**src/rtl/ttx_pkg.sv**
```systemverilog
package ttx_pkg;
   // Inclusive line-range test used for the per-line enable.
   function automatic logic line_in_range(input logic [15:0] num,
                                          input logic [15:0] lo,
                                          input logic [15:0] hi);
      return (num >= lo) && (num <= hi);
   endfunction
endpackage

```
**src/rtl/ttx_pacer.sv**
```systemverilog
module ttx_pacer #(
   parameter int BITS    = 37,
   parameter int CLKS    = 144,
   parameter int H_START = 32,
   parameter int GROUPS  = 2,
   parameter int HCNT_W  = 11,
   parameter int LINE_W  = 10
) (
   input  logic              clk,
   input  logic              rst_n,
   input  logic              pal_mode,
   input  logic              line_start,
   input  logic [LINE_W-1:0] line_num,
   input  logic [LINE_W-1:0] first_line,
   input  logic [LINE_W-1:0] last_line,
   output logic              req
);
   localparam int WIN_LEN = CLKS * GROUPS;
   localparam int H_END   = H_START + WIN_LEN;
   localparam int ACC_W   = $clog2(CLKS + BITS + 1);
   localparam logic [HCNT_W-1:0] HMAX = '1;

   generate
      if (BITS >= CLKS || BITS < 1) begin : g_bad_ratio
         $error("ttx_pacer: BITS must lie in 1..CLKS-1");
      end
      if (H_END >= (1 << HCNT_W)) begin : g_bad_hcnt
         $error("ttx_pacer: HCNT_W too small for the window");
      end
      if (LINE_W > 16) begin : g_bad_line
         $error("ttx_pacer: LINE_W limited to 16");
      end
   endgenerate

   logic [HCNT_W-1:0] hcnt;
   logic              line_ok;
   logic [ACC_W-1:0]  acc;
   logic [ACC_W-1:0]  acc_sum;
   logic              in_win;

   assign acc_sum = acc + ACC_W'(BITS);
   assign in_win  = line_ok && pal_mode &&
                    (hcnt >= HCNT_W'(H_START)) && (hcnt < HCNT_W'(H_END));

   always_ff @(posedge clk) begin
      if (!rst_n) begin
         hcnt    <= HMAX;
         line_ok <= 1'b0;
      end else if (line_start) begin
         hcnt    <= '0;
         line_ok <= pal_mode &&
                    ttx_pkg::line_in_range(16'(line_num), 16'(first_line), 16'(last_line));
      end else if (hcnt != HMAX) begin
         hcnt <= hcnt + 1'b1;
      end
   end

   always_ff @(posedge clk) begin
      if (!rst_n || line_start) begin
         acc <= '0;
         req <= 1'b0;
      end else if (in_win) begin
         if (acc_sum >= ACC_W'(CLKS)) begin
            acc <= acc_sum - ACC_W'(CLKS);
            req <= 1'b1;
         end else begin
            acc <= acc_sum;
            req <= 1'b0;
         end
      end else begin
         req <= 1'b0;
      end
   end

   // Requests are never closer than three clocks apart.
   assert_req_spacing_R2: assert property (@(posedge clk) disable iff (!rst_n)
      req |=> !req);
   assert_req_spacing2_R2: assert property (@(posedge clk) disable iff (!rst_n)
      req |=> ##1 !req);
   // Outside the window (horizontal count beyond its end) no request follows.
   assert_no_req_outside_R3: assert property (@(posedge clk) disable iff (!rst_n)
      (!line_start && hcnt > HCNT_W'(H_END)) |=> !req);
endmodule

```
**src/rtl/ttx_capture.sv**
```systemverilog
module ttx_capture #(
   parameter int LAT    = 4,
   parameter int MAXCNT = 80
) (
   input  logic clk,
   input  logic rst_n,
   input  logic line_start,
   input  logic req,
   input  logic ttx_in,
   output logic bit_valid,
   output logic bit_data,
   output logic count_err
);
   localparam int CNT_W = $clog2(MAXCNT + LAT + 2) + 1;

   generate
      if (LAT < 1) begin : g_bad_lat
         $error("ttx_capture: LAT must be at least 1");
      end
   endgenerate

   logic [LAT-1:0]   dly;
   logic             cap_ev;
   logic [CNT_W-1:0] req_cnt;
   logic [CNT_W-1:0] cap_cnt;

   // Request flags travel down a delay line matching the source latency.
   always_ff @(posedge clk) begin
      if (!rst_n) dly[0] <= 1'b0;
      else        dly[0] <= req;
   end
   genvar gi;
   generate
      for (gi = 1; gi < LAT; gi++) begin : g_stage
         always_ff @(posedge clk) begin
            if (!rst_n) dly[gi] <= 1'b0;
            else        dly[gi] <= dly[gi-1];
         end
      end
   endgenerate
   assign cap_ev = dly[LAT-1];

   always_ff @(posedge clk) begin
      if (!rst_n) begin
         bit_valid <= 1'b0;
         bit_data  <= 1'b0;
      end else begin
         bit_valid <= cap_ev;
         if (cap_ev) bit_data <= ttx_in;
      end
   end

   always_ff @(posedge clk) begin
      if (!rst_n) begin
         req_cnt   <= '0;
         cap_cnt   <= '0;
         count_err <= 1'b0;
      end else if (line_start) begin
         if (req_cnt != cap_cnt) count_err <= 1'b1;
         req_cnt <= CNT_W'(req);
         cap_cnt <= CNT_W'(cap_ev);
      end else begin
         if (req)    req_cnt <= req_cnt + 1'b1;
         if (cap_ev) cap_cnt <= cap_cnt + 1'b1;
      end
   end

   // Strobes are single-cycle because requests are spaced.
   assert_strobe_single_R5: assert property (@(posedge clk) disable iff (!rst_n)
      bit_valid |=> !bit_valid);
   // Never more than LAT bits outstanding while counts are consistent.
   assert_inflight_R5: assert property (@(posedge clk) disable iff (!rst_n || count_err)
      (cap_cnt <= req_cnt) && ((req_cnt - cap_cnt) <= CNT_W'(LAT)));
   // The error flag is sticky.
   assert_err_sticky_R8: assert property (@(posedge clk) disable iff (!rst_n)
      count_err |=> count_err);
endmodule

```
**src/rtl/ttx_req_seq.sv**
```systemverilog
module ttx_req_seq #(
   parameter int BITS    = 37,
   parameter int CLKS    = 144,
   parameter int LAT     = 4,
   parameter int H_START = 32,
   parameter int GROUPS  = 2,
   parameter int HCNT_W  = 11,
   parameter int LINE_W  = 10
) (
   input  logic              clk,
   input  logic              rst_n,
   input  logic              pal_mode,
   input  logic              line_start,
   input  logic [LINE_W-1:0] line_num,
   input  logic [LINE_W-1:0] first_line,
   input  logic [LINE_W-1:0] last_line,
   output logic              ttx_req,
   input  logic              ttx_in,
   output logic              bit_valid,
   output logic              bit_data,
   output logic              count_err
);
   localparam int BITS_PER_LINE = BITS * GROUPS;

   ttx_pacer #(
      .BITS(BITS), .CLKS(CLKS), .H_START(H_START), .GROUPS(GROUPS),
      .HCNT_W(HCNT_W), .LINE_W(LINE_W)
   ) u_pacer (
      .clk(clk), .rst_n(rst_n), .pal_mode(pal_mode), .line_start(line_start),
      .line_num(line_num), .first_line(first_line), .last_line(last_line),
      .req(ttx_req)
   );

   ttx_capture #(.LAT(LAT), .MAXCNT(BITS_PER_LINE)) u_cap (
      .clk(clk), .rst_n(rst_n), .line_start(line_start), .req(ttx_req),
      .ttx_in(ttx_in), .bit_valid(bit_valid), .bit_data(bit_data),
      .count_err(count_err)
   );

   // A low standard select in the previous cycle forbids a request now.
   assert_pal_gate_R4: assert property (@(posedge clk) disable iff (!rst_n)
      !pal_mode |=> !ttx_req);
   // The cycle after reset release starts quiet.
   assert_reset_quiet_R1: assert property (@(posedge clk)
      !rst_n |=> (!ttx_req && !bit_valid && !count_err));
endmodule

```
**config.mk**
```make
export PLATFORM = sky130hd
export DESIGN_NAME = ttx_req_seq
export DESIGN_NICKNAME = d
export VERILOG_FILES = /design/src/rtl/ttx_pkg.sv /design/src/rtl/ttx_pacer.sv /design/src/rtl/ttx_capture.sv /design/src/rtl/ttx_req_seq.sv
export SDC_FILE = /design/constraint.sdc
export NUM_CORES = 1
export LEC_CHECK = 0
export BUFFER_PORTS_ARGS = -buffer_cell sky130_fd_sc_hd__buf_2
export CAP_MARGIN = 20
export CORE_MARGIN = 2
export CORE_UTILIZATION = 35
export DETAILED_ROUTE_END_ITERATION = 16
export PLACE_DENSITY = 0.52
export SYNTH_ARGS = -nofsm -noshare
export SYNTH_HDL_FRONTEND = slang
export SYNTH_HIERARCHICAL = 1
export SYNTH_SLANG_ARGS = --single-unit
```
**constraint.sdc**
```tcl
create_clock -name clk -period 1.8 [get_ports clk]
set_input_delay 0.36 -clock clk [delete_from_list [all_inputs] [get_ports clk]]
set_output_delay 0.36 -clock clk [all_outputs]
set_load 0.1 [all_outputs]
```
---- After elaboration in Yosys (flattened, before gate mapping) ----
Cells that the tools add are included.
cells by class
  eq/ne operators ......................... 2
  add/sub/neg operators ................... 5
  mux-type cells .......................... 8
  reduce and logical (&&, ||, !) cells .... 13
  bitwise logic cells ..................... 2
  magnitude comparators ................... 5
operators with widths
  kind                     count
  $mux W11                 2
  $add A8 B1 Y8 const B    2
  $add A11 B1 Y11 const B  1
  $ge A11 B6 Y1 const B    1
  $lt A11 B9 Y1 const B    1
  $ne A11 B11 Y1 const B   1
  $ge A10 B10 Y1           1
  $le A10 B10 Y1           1
  $add A8 B6 Y8 const B    1
  $ge A8 B8 Y1 const B     1
  $mux W8                  1
  $ne A8 B8 Y1             1
  $sub A8 B8 Y8 const B    1
  $reduce_bool A2 Y1       3
  $logic_and A1 B1 Y1      5
  $mux W1                  5
  $reduce_or A2 Y1         2
  $not A1 Y1               2
  $reduce_and A2 Y1        1
  $logic_not A1 Y1         1
  $logic_or A1 B1 Y1       1
word-level totals
  word-level logic and storage cells ...... 50
  bits in registers ....................... 44
  output and inout port bits .............. 4
  bits of input ports ..................... 35

---- Logic depth before layout (Yosys ltp) ----
  depth after elaboration ................. 5
  mapped depth ............................ 8
  depth with buffers taken out ............ 8

---- Modules after synthesis ----
The synthesis kept the hierarchy.
modules (own cells, without submodules)
  module       times used  cells each  area each (sq um)
  ttx_pacer    1           212         1,676.6
  ttx_capture  1           103         973.4

---- Worst setup path after synthesis ----
Ideal clock, no wire load.
  kind .................................... flip-flop to flip-flop
  from .................................... reg u_pacer.req
  to ...................................... reg u_cap.req_cnt[7]
  arrival time ............................ 1,855 ps
  clock period less this slack ............ 1,925 ps
  required time ........................... 1,730 ps
  path buffers ............................ 1
  cell stages (with the launch flop) ...... 5
  setup time .............................. 70 ps
  slack ................................... -125 ps
  cells stage by stage .................... dfxtp_1 > buf_2 > nand4_2 > or3_1 > a21oi_1
RTL lines
  what                    line               text
  start, declared         ttx_pacer.sv:16    output logic req
  start signal, assigned  ttx_pacer.sv:61    req <= 1'b0;
  start signal, assigned  ttx_pacer.sv:65    req <= 1'b1;
  start signal, assigned  ttx_pacer.sv:68    req <= 1'b0;
  end signal, assigned    ttx_capture.sv:60  req_cnt <= CNT_W'(req);
  end signal, assigned    ttx_capture.sv:63  if (req) req_cnt <= req_cnt + 1'b1;
  end, declared           ttx_capture.sv:24  logic [CNT_W-1:0] req_cnt;

---- Final worst setup path ----
  from .................................... reg u_pacer.acc[1]
  to ...................................... reg u_pacer.acc[5]
on the way
  cells in the longest elaborated chain, start to end .. 3
ends and longest elaborated chain
  what                                           line                              text
  start, declared                                ttx_pacer.sv:37                   logic [ACC_W-1:0] acc;
  start signal, assigned                         ttx_pacer.sv:64                   acc <= acc_sum - ACC_W'(CLKS);
  start signal, assigned                         ttx_pacer.sv:67                   acc <= acc_sum;
  $add A8 B6 Y8 *                                ttx_pacer.sv:41                   assign acc_sum = acc + ACC_W'(BITS);
  $sub A8 B8 Y8 or $ge A8 B8 Y1 (tied branches)  ttx_pacer.sv:64, ttx_pacer.sv:63
  $mux W8 *                                      ttx_pacer.sv:63                   if (acc_sum >= ACC_W'(CLKS)) begin
Every way passes the cells marked *; elsewhere a longest branch is shown, timed or not.
A chain may end at the register's enable or synchronous reset.

==> impl_metrics.csv <==
group,metric,value,unit
global_route,use_met2,24.9,%
place,io_buffers,38,
synth,yosysMostFrequentCell,"dfxtp_1",
timing,finalHoldViolCount,0,
synth,synth_common_cells,"dfxtp_1 (44), nor2_1 (27), ha_1 (25), inv_1 (25), o21ai_0 (24)",
critical_path,crit_buf_inv,0,
finish,postLayoutCoreUtil,45.7,%
cts,clk_latency,0.30,ns
detailed_routing,firstDrtPassIters,4,
synth,yosysTopAreaCell,"dfxtp_1",
detailed_routing,drt-total-wl,5820,µm
critical_path,worstPathCellList,"a21o_2 -> a311oi_2 -> o22ai_2 -> o21a_1 -> or3_1 -> a21oi_1",
cts,htree_levels,2,
cts,cts_tree,"built",
global_route,grt.met1_usage,17.6,%
finish,diodes,0,
die,rows,31,
synth,synth_top_cell_area_share,33.2,%
detailed_routing,via_count,2366,
cts,cts.path.max_buffers,2,
critical_path,arrival,2.06,ns
pwr,power.density,623,nW/µm²
timing,drv_slew,0,
critical_path,worstPathRequired,2.03,ns
timing,worst_pin_slew,0.572,ns
cts,cts_sinks,44,
die,die_area,8280,µm²
job,maxCapViolations,0,
timing,fin_ws,-0.0283,ns
pwr,vdd_ir_drop_max,0.442,mV
timing,relSlewSlack,61.8,%
cts,clock_tree.root_cell,"clkbuf_8",
die,fp.dieH,91.0,µm
detailed_routing,drc_errors,0,
status,violations,"negative setup slack",
place,dp.cells,464,
timing,fmax,547,MHz
timing,rsz0062_at_grt,"yes",
finish,finalNonFillerCells,475,
global_route,overflow,0,
synth,ys_ff_latch,44,
detailed_routing,vias_per_cell,4.98,
finish,drive_gt1_share,26.9,%
global_route,grt.busiest_layer,"met2",
global_route,use_met3,2.82,%
global_route,grt_pass1_vias,2337,
timing,setup-tns-final,-0.0283,ns
critical_path,slowest_stage,"dfxtp_2",
detailed_routing,drtIter0Drc,96,
synth,synthArstFlopShare,0,%
timing,fin_crit_sh,102,%
synth,yosys_warnings,6,
cts,cts_buffers,5,
critical_path,critical-path-max-stage-delay,0.36,ns
die,initial_core_util,36.3,%
synth,yosysSeqAreaShare,33.2,%
cts,clkSlewWorstSetupHoldPaths,0.08,ns
synth,synth_edf_count,0,
place,hpwlAfterDp,4340,µm
place,gp_congestion,0.792,
finish,nets,435,
global_route,antenna_found_initial,0,
synth,synth_area_per_cell,8.41,µm²
die,core_area,7290,µm²
detailed_routing,wl_per_cell,12.3,µm
pwr,total_power,2.08,mW
critical_path,path_max_fanout,4,
global_route,grt_max_degree,16,
critical_path,end_kind,"flip-flop",
timing,setup_viol,1,
timing,clock_skew,0.00210,ns
synth,syn_inst,315,
critical_path,path_class,"flip-flop to flip-flop",
global_route,track_usage,14.5,%
die,die_x,91.0,µm
die,ioPinCount,39,
finish,area_growth,25.9,%
synth,syn_nets,375,
critical_path,cpLargestDelayFamily,"compound AO/OA/AOI/OAI gates",
pwr,p_leak,1.43,nW
status,status,"complete, but fails checks",
critical_path,start_kind,"flip-flop",
synth,synth.cell_area,2650,µm²
global_route,grt_pass1_wl,10000,µm
synth,synth_cell_types,52,
timing,fin_crit,1.83,ns
synth,ys.flop_type,"dfxtp_1",
synth,synth_area_leaders,"dfxtp_1 (33%), ha_1 (12%), xnor2_1 (5.6%), o21ai_0 (4.5%), nor2_1 (3.8%)",
hold_path,hold_class,"input pin to flip-flop",
detailed_routing,antenna_left,0,
place,place_ws,-0.0656,ns
report_power, final:
part	internal, mW	switching (mW)	leakage (nW)
sequential	0.994	0.0185	0.361
clock	0.454	0.350	0.0614
combinational	0.126	0.136	1.01
total	1.57	0.504	1.43
metal layers:
| metal | vias up | wire length [µm] | share of wire, % |
|---|---|---|---|
| li1 | 1231 | - | - |
| met1 | 1071 | 2670 | 46 |
| met2 | 56 | 2790 | 48 |
| met3 | 8 | 250 | 4.3 |
| met4 | 0 | 110 | 1.9 |
| met5 | - | 0 | 0 |
worst paths after layout:
kind                                             startpoint                          end  slack [ns]  depth (start not counted)
worst max-delay path            u_pacer/acc[1]$_SDFFE_PP0P_  u_pacer/acc[5]$_SDFFE_PP0P_       -0.03                          6
worst min-delay path                                 ttx_in  u_cap/bit_data$_SDFFE_PN0P_        0.33                          3
worst max register to register  u_pacer/acc[1]$_SDFFE_PP0P_  u_pacer/acc[5]$_SDFFE_PP0P_       -0.03                          6
worst min register to register      u_cap/dly[2]$_SDFF_PN0_      u_cap/cap_ev$_SDFF_PN0_        0.44                          1
state kept, by name, indices dropped and copies added, names as in the netlist:
| signal | flops |
|---|---|
| u_cap/bit_valid | 1 |
| u_pacer/acc | 8 |
| u_cap/dly | 3 |
| u_cap/count_err | 1 |
| u_pacer/req | 1 |
| u_pacer/line_ok | 1 |
| u_cap/cap_ev | 1 |
| u_pacer/hcnt | 11 |
| u_cap/bit_data | 1 |
| u_cap/cap_cnt | 8 |
| u_cap/req_cnt | 8 |
layout by cell type (no fill, tap or decap), types with 2 or more instances in the layout:
cell type	instances
inv_1	25
a21oi_1	15
dfxtp_2	4
and2_1	7
o211ai_1	3
nand2b_1	5
nor2b_1	2
nor2_1	27
a21oi_2	3
or3_1	5
nand3_1	9
a21o_1	7
a311oi_2	2
or3_2	2
o21ai_0	24
xnor2_1	16
dfxtp_1	39
clkbuf_8	6
a211oi_1	3
a31oi_1	2
nand4_1	10
mux2i_1	5
buf_2	38
nor4_2	2
nand2_1	18
xor2_1	11
buf_4	27
nor3_1	5
ha_1	24
logic make-up (layout without fill, tap and decap cells):
family                     Yosys count  count (layout)  synth area share, %
DFF                                 44              44                 33.2
adders and majority gates           25              25                 11.8
AOI/OAI and AO/OA                   74              74                 18.0
buffers and inverters               37              98                 5.81
and+or+nand+nor                    101             101                 19.6
muxes                                6               6                 2.31
xor gates and xnor gates            28              28                 9.25
worst register-to-register path, delay by kind of cell (launching register included):
| family | cells | cell delay [ns] |
|---|---|---|
| flops | 1 | 0.36 |
| simple gates | 1 | 0.34 |
| compound gates | 5 | 1.07 |
stage by stage:
step           hold slack [ns]  cell area (µm²)
2_1_floorplan            0.412             2650
3_3_place_gp             0.416             3090
3_5_place_dp             0.420             3090
4_1_cts                  0.318             3240
5_1_grt                  0.321             3340
6_report                 0.325             3340
layout make-up:
cell class                 count  area (µm²)
fill                         777        3960
multi-input combinational    234        1710
sequential                    44         890
timing repair buffer          65         393
tap                           99         124
inverter                      25        93.8
clock buffer                   6        82.6
clock inverter                 2        38.8
repair_timing:
| item | CTS | global route |
|---|---|---|
| setup buffers | 2 | 1 |
| pin swaps | 3 | 8 |
| gates resized for setup | 6 | 17 |
| setup endpoints to repair | 1 | 6 |
| hold buffers | 0 | 0 |
No activity file was read; power rests on OpenSTA's default activity.
